[config.mk]
export PLATFORM = sky130hd
export DESIGN_NAME = deci6_loader
export DESIGN_NICKNAME = d
export VERILOG_FILES = /design/src/rtl/d6_pkg.sv /design/src/rtl/d6_load_path.sv /design/src/rtl/d6_out_stage.sv /design/src/rtl/deci6_loader.sv
export SDC_FILE = /design/constraint.sdc
export NUM_CORES = 1
export LEC_CHECK = 0
export ABC_AREA = 1
export BUFFER_PORTS_ARGS = -buffer_cell sky130_fd_sc_hd__buf_2
export CORE_MARGIN = 2
export CORE_UTILIZATION = 55
export CTS_CLUSTER_SIZE = 16
export DETAILED_ROUTE_END_ITERATION = 16
export PLACE_DENSITY = 0.78
export SLEW_MARGIN = 15
export SYNTH_ARGS = -nofsm -noshare
export SYNTH_HDL_FRONTEND = slang
export SYNTH_SLANG_ARGS = --single-unit
[constraint.sdc]
create_clock -name clk -period 6.4 [get_ports clk]
set_input_delay 0.96 -clock clk [delete_from_list [all_inputs] [get_ports clk]]
set_output_delay 0.96 -clock clk [all_outputs]
set_load 0.02 [all_outputs]
[src/rtl/d6_pkg.sv]
package d6_pkg;

  typedef enum logic {
    DIR_ASC  = 1'b0,
    DIR_DESC = 1'b1
  } load_dir_e;

  // Channel written at position pos of a sequence of nch words.
  function automatic int unsigned lane_of(input int unsigned pos,
                                          input int unsigned nch,
                                          input load_dir_e   dir);
    return (dir == DIR_DESC) ? (nch - 1 - pos) : pos;
  endfunction

endpackage

[src/rtl/d6_load_path.sv]
module d6_load_path
  import d6_pkg::*;
#(
  parameter int DW      = 10,
  parameter int NCH     = 6,
  parameter bit FALLING = 1'b0,
  localparam int PW     = (NCH > 1) ? $clog2(NCH) : 1
) (
  input  logic              clk,
  input  logic              rst,
  input  logic [DW-1:0]     din,
  input  logic              start_i,
  input  logic              dir_i,
  output logic [NCH*DW-1:0] load_o,
  output logic              wr_en_o,
  output logic [PW-1:0]     wr_idx_o,
  output logic              seq_dir_o
);

  localparam logic [PW-1:0] LAST = PW'(NCH - 1);

  logic            start_q;
  logic            busy_q;
  logic [PW-1:0]   pos_q;
  load_dir_e       dir_q;
  logic [DW-1:0]   bank_q [NCH];

  load_dir_e       eff_dir;
  logic [PW-1:0]   pos;
  logic            wr_en;
  logic [PW-1:0]   wr_idx;
  logic            busy_n;
  logic [PW-1:0]   pos_n;

  // Next write decided from the state left by the previous active edge.
  always_comb begin
    eff_dir = start_q ? load_dir_e'(dir_i) : dir_q;
    pos     = start_q ? '0 : pos_q;
    wr_en   = start_q | busy_q;
    wr_idx  = PW'(lane_of(pos, NCH, eff_dir));
    busy_n  = wr_en && (pos != LAST);
    pos_n   = wr_en ? pos + 1'b1 : pos_q;
  end

  generate
    if (FALLING) begin : g_neg
      always_ff @(negedge clk) begin
        if (rst) begin
          start_q <= 1'b0;
          busy_q  <= 1'b0;
          pos_q   <= '0;
          dir_q   <= DIR_ASC;
          for (int k = 0; k < NCH; k++) bank_q[k] <= '0;
        end else begin
          start_q <= start_i;
          busy_q  <= busy_n;
          pos_q   <= pos_n;
          dir_q   <= eff_dir;
          if (wr_en) bank_q[wr_idx] <= din;
        end
      end
    end else begin : g_pos
      always_ff @(posedge clk) begin
        if (rst) begin
          start_q <= 1'b0;
          busy_q  <= 1'b0;
          pos_q   <= '0;
          dir_q   <= DIR_ASC;
          for (int k = 0; k < NCH; k++) bank_q[k] <= '0;
        end else begin
          start_q <= start_i;
          busy_q  <= busy_n;
          pos_q   <= pos_n;
          dir_q   <= eff_dir;
          if (wr_en) bank_q[wr_idx] <= din;
        end
      end
    end

    for (genvar k = 0; k < NCH; k++) begin : g_flat
      assign load_o[k*DW +: DW] = bank_q[k];
    end
  endgenerate

  assign wr_en_o   = wr_en;
  assign wr_idx_o  = wr_idx;
  assign seq_dir_o = (eff_dir == DIR_DESC);

endmodule

[src/rtl/d6_out_stage.sv]
module d6_out_stage #(
  parameter int DW  = 10,
  parameter int NCH = 6
) (
  input  logic              clk,
  input  logic              rst,
  input  logic [NCH*DW-1:0] load_i,
  input  logic              xfer_i,
  input  logic              inv_i,
  output logic [NCH*DW-1:0] code_o,
  output logic              pol_o
);

  logic              xfer_q;
  logic              inv_hold_q;
  logic [NCH*DW-1:0] code_q;
  logic              pol_q;

  always_ff @(posedge clk) begin
    if (rst) begin
      xfer_q     <= 1'b0;
      inv_hold_q <= 1'b0;
      code_q     <= '0;
      pol_q      <= 1'b0;
    end else begin
      xfer_q <= xfer_i;
      if (xfer_q) begin
        code_q     <= load_i;
        pol_q      <= inv_hold_q;
        inv_hold_q <= inv_i;
      end
    end
  end

  assign code_o = code_q;
  assign pol_o  = pol_q;

endmodule

[src/rtl/deci6_loader.sv]
module deci6_loader #(
  parameter int DW  = 10,
  parameter int NCH = 6,
  localparam int PW = (NCH > 1) ? $clog2(NCH) : 1
) (
  input  logic              clk,
  input  logic              rst,
  input  logic [DW-1:0]     din_i,
  input  logic              start_i,
  input  logic              xfer_i,
  input  logic              dir_i,
  input  logic              rise_sel_i,
  input  logic              invert_i,
  output logic [NCH*DW-1:0] code_o,
  output logic              pol_o
);

  logic [NCH*DW-1:0] r_load, f_load, sel_load;
  logic              r_wr_en, f_wr_en;
  logic [PW-1:0]     r_wr_idx, f_wr_idx;
  logic              r_seq_dir, f_seq_dir;

  d6_load_path #(.DW(DW), .NCH(NCH), .FALLING(1'b0)) u_rise (
    .clk(clk), .rst(rst), .din(din_i), .start_i(start_i), .dir_i(dir_i),
    .load_o(r_load), .wr_en_o(r_wr_en), .wr_idx_o(r_wr_idx),
    .seq_dir_o(r_seq_dir)
  );

  d6_load_path #(.DW(DW), .NCH(NCH), .FALLING(1'b1)) u_fall (
    .clk(clk), .rst(rst), .din(din_i), .start_i(start_i), .dir_i(dir_i),
    .load_o(f_load), .wr_en_o(f_wr_en), .wr_idx_o(f_wr_idx),
    .seq_dir_o(f_seq_dir)
  );

  assign sel_load = rise_sel_i ? r_load : f_load;

  d6_out_stage #(.DW(DW), .NCH(NCH)) u_out (
    .clk(clk), .rst(rst), .load_i(sel_load), .xfer_i(xfer_i),
    .inv_i(invert_i), .code_o(code_o), .pol_o(pol_o)
  );

endmodule

=== After elaboration in Yosys (flattened, before gate mapping) ===
Memories as Yosys holds them, arrays and structs flattened.
Cells that the tools add are included.

* Output and inout port bits: 61
* Memory bits (writable): 120
* Register bits: 75
* Bits of input ports: 17
* Memories: 2
* Word-level logic and storage cells: 48

{| class="wikitable"
|+ Memory list
! memory !! depth !! width !! read ports !! clocked after Yosys merged registers in !! write ports !! RTL line !! source
|-
| u_fall.bank_q || 6 || 10 || 6 || 0 || 6 || d6_load_path.sv:26 || <nowiki>logic [DW-1:0] bank_q [NCH];</nowiki>
|-
| u_rise.bank_q || 6 || 10 || 6 || 0 || 6 || d6_load_path.sv:26 ||
|}

* $add $sub $neg: 4
* Bitwise gates (word level): 2
* Reduce and logical (&&, ||, !) cells: 4
* Eq/ne operators: 2
* Muxes and demuxes: 22

{| class="wikitable"
|+ Operator list
! kind !! count
|-
| 60-bit two-way mux || 1
|-
| 10-bit two-way mux || 2
|-
| 10-bit OR reduction || 2
|-
| 3-bit two-way mux || 6
|-
| 1-bit two-way mux || 13
|-
| 3-bit by 1-bit adder with 3-bit output, second input constant || 2
|-
| 3-bit != test, second input constant || 2
|-
| 3-bit subtractor, first input constant || 2
|-
| 1-bit logical AND || 2
|-
| 1-bit OR || 2
|}

=== Longest topological paths before layout ===
* Depth in word-level cells: 6
* Gate-level depth with buffers: 9

=== Hierarchy ===
Synthesis repeated with hierarchy kept, for this count alone.

* Cell total of the unflattened synthesis: 1004
* Area total of the unflattened synthesis: 8490.6 um^2

{| class="wikitable"
|+ Modules (own cells, without submodules)
! module !! instances !! area an instance (um^2) !! cells each !! sequential area each (um^2)
|-
| d6_out_stage || 1 || 2575.0 || 396 || 1261.2
|-
| d6_load_path at u_rise || 1 || 2568.7 || 212 || 1921.8
|-
| d6_load_path at u_fall || 1 || 2518.7 || 202 || 1921.8
|-
| deci6_loader || 1 || 828.3 || 194 || 0.0
|}

==> out/metrics.yaml <==
drt_wl_total_um: 18400
worstSetupStartpointType: "input pin"
skew_ns: 0.0399
grt_max_degree: 86
dieArea_mm2: 0.0155
io_pins: 78
std_cell_rows: 44
path_common_cell: "nand2_1"
crit_family: "simple AND/OR/NAND/NOR gates"
reg2reg_depth: 4
die_h_um: 124
syn_inst: 821
irDropWorstVdd_v: 0.000216
clk_latency_ns: 0.47
die_w_um: 124
syn_to_final_growth_pct: 16.3
endpoint_kind: "flip-flop"
max-clock-path-buffers: 2
worstMarginPinSlew_ns: 1.12
hold_viol: 0
htreeDepth: 4
crit_arrival_ns: 2.49
antenna_cells: 0
final.setup.tns_ns: 0
fin_nets: 960
final_cells: 1136
io_buffers: 77
ys_types: 23
slew_headroom: 0.251
wl_per_cell_um: 16.2
yosysSeqAreaShare: 0.640
total_leakage_power_nw: 4.38
tritoncts: "built"
syn_area_mm2: 0.00798
critPathMaxFanout: 15
yosys_warnings: 0
gp_congestion: 0.938
place_inst: 1039
crit_slowest_cell: "nand2_1"
drc: 0
final_core_util: 0.646
core_area_mm2: 0.0144
cts_repair_resize_count: 0
path_buf_inv: 1
cp.depth: 6
slowest_delay_ns: 0.47
outcome: "complete, no violations"
critical_path.cell_chain: "buf_2, nor2_4, nand2_1, nor2_1, nand3_1, nand2_1"
ctsHoldBuffers: 0
crit_required_ns: 3.30
via_count: 6090
synth_seq_cells: 195
rsz0062_at_grt: "false"
path_clk_slew_ns: 0.06
first_iter_violations: 601
max-cap-violations: 0
grt_pass1_wl_um: 29100
avgSynthCellArea_um2: 9.72
firstDrtPassIters: 7
grtUsageTotal: 0.245
clock_sinks: 195
cellPowerDensity_mw_per_mm2: 320
final_common_cell: "nand2_1"
maxSlewViolCount: 0
ant_nets: 0
grt_pass1_vias: 5719
initial_core_util: 0.555
critical_path_class: "in2reg"
antenna_found_initial: 0
synth_fp_nets: 842
hold_class: "reg2reg"
overflow: 0
min_path_cells: 2
clockRootBuffer: "clkbuf_16"
cts_setup_buffers: 0
via_per_inst: 5.36
cts_made_buffers: 17
final_cell_mix: "169 x nand2_1, 163 x inv_1, 120 x edfxtp_1"
drive_gt1_frac: 0.137
setup_violations: 0
post-dp-hpwl_um: 11400
## layout make-up
type | count | area [um^2]
Sequential cell | 195 | 5110
Fill cell | 1123 | 5090
Multi-Input combinational cell | 473 | 2250
Clock buffer | 20 | 458
Timing Repair Buffer | 86 | 453
Clock inverter | 78 | 399
Inverter | 100 | 375
Tap cell | 184 | 230
## power breakdown
| part | internal, mW | total, mW | switching (mW) | leakage [nW] |
|---|---|---|---|---|
| logic | 0.0676 | 0.250 | 0.182 | 1.86 |
| registers | 1.41 | 1.45 | 0.0335 | 1.87 |
| clock network | 0.695 | 1.27 | 0.576 | 0.654 |
| total | 2.18 | 2.97 | 0.792 | 4.38 |
## sequential cells by signal (all words and copies together) (netlist names), 3 cells and up
register,count
u_rise.pos_q,3
u_fall.bank_q,60
u_rise.bank_q,60
u_fall.pos_q,3
u_out.code_o,60
## Yosys cell counts (all sizes together)
| cell type | number | area, um^2 |
|---|---|---|
| inv | 100 | 375 |
| nor3 | 40 | 205 |
| nand2 | 173 | 659 |
| a21oi | 4 | 20.0 |
| clkinv | 1 | 3.75 |
| edfxtp | 120 | 3600 |
| ha | 4 | 50.1 |
| o21ai | 10 | 57.6 |
| nand3 | 87 | 435 |
| o211ai | 60 | 450 |
| clkbuf | 27 | 101 |
| buf | 25 | 141 |
| nor2 | 95 | 377 |
| dfxtp | 75 | 1500 |
## kinds of logic (layout without fill, tap and decap cells)
| kind of cell | Yosys count | in the layout | share of synthesized area |
|---|---|---|---|
| and+or+nand+nor | 395 | 395 | 0.210 |
| buffers and inverters | 153 | 284 | 0.0779 |
| DFF | 195 | 195 | 0.640 |
| AOI/OAI and AO/OA | 74 | 74 | 0.0662 |
| adders and majority gates | 4 | 4 | 0.00627 |
## routing by layer
layer	track usage	share of wire
met1	0.325	0.41
met2	0.376	0.46
met3	0.0554	0.089
met4	0.132	0.037
met5	0	0
## metrics by stage
step                      hold WS (ns)  cell area (um^2)  power (mW)  worst slack [ns]
after global placement           0.457              8430        1.78             0.502
after global routing             0.508              9280        3.09             0.660
after detailed placement         0.462              8430        1.78             0.429
after CTS                        0.482              9280        2.97             0.868
after floorplan                  0.447              7980        1.70             0.462
final                            0.477              9280        2.97             0.814
## worst min-delay path: cells and delay by family, from the launching register on
kind,cells,cell delay [ns]
DFF,1,0.33
buffers and inverters,1,0.05
AOI/OAI and AO/OA,1,0.08
## path summary, 6_finish.rpt
check                                         start                   to  slack, ns
worst max-delay path                            rst  u_fall.bank_q[3][1]       0.81
worst min-delay path               u_out.code_o[45]     u_out.code_o[45]       0.48
worst max register to register  u_fall.bank_q[1][2]     u_out.code_o[12]       2.29
worst min register to register     u_out.code_o[45]     u_out.code_o[45]       0.48
Note: power is estimated with default switching activity, not from simulation.
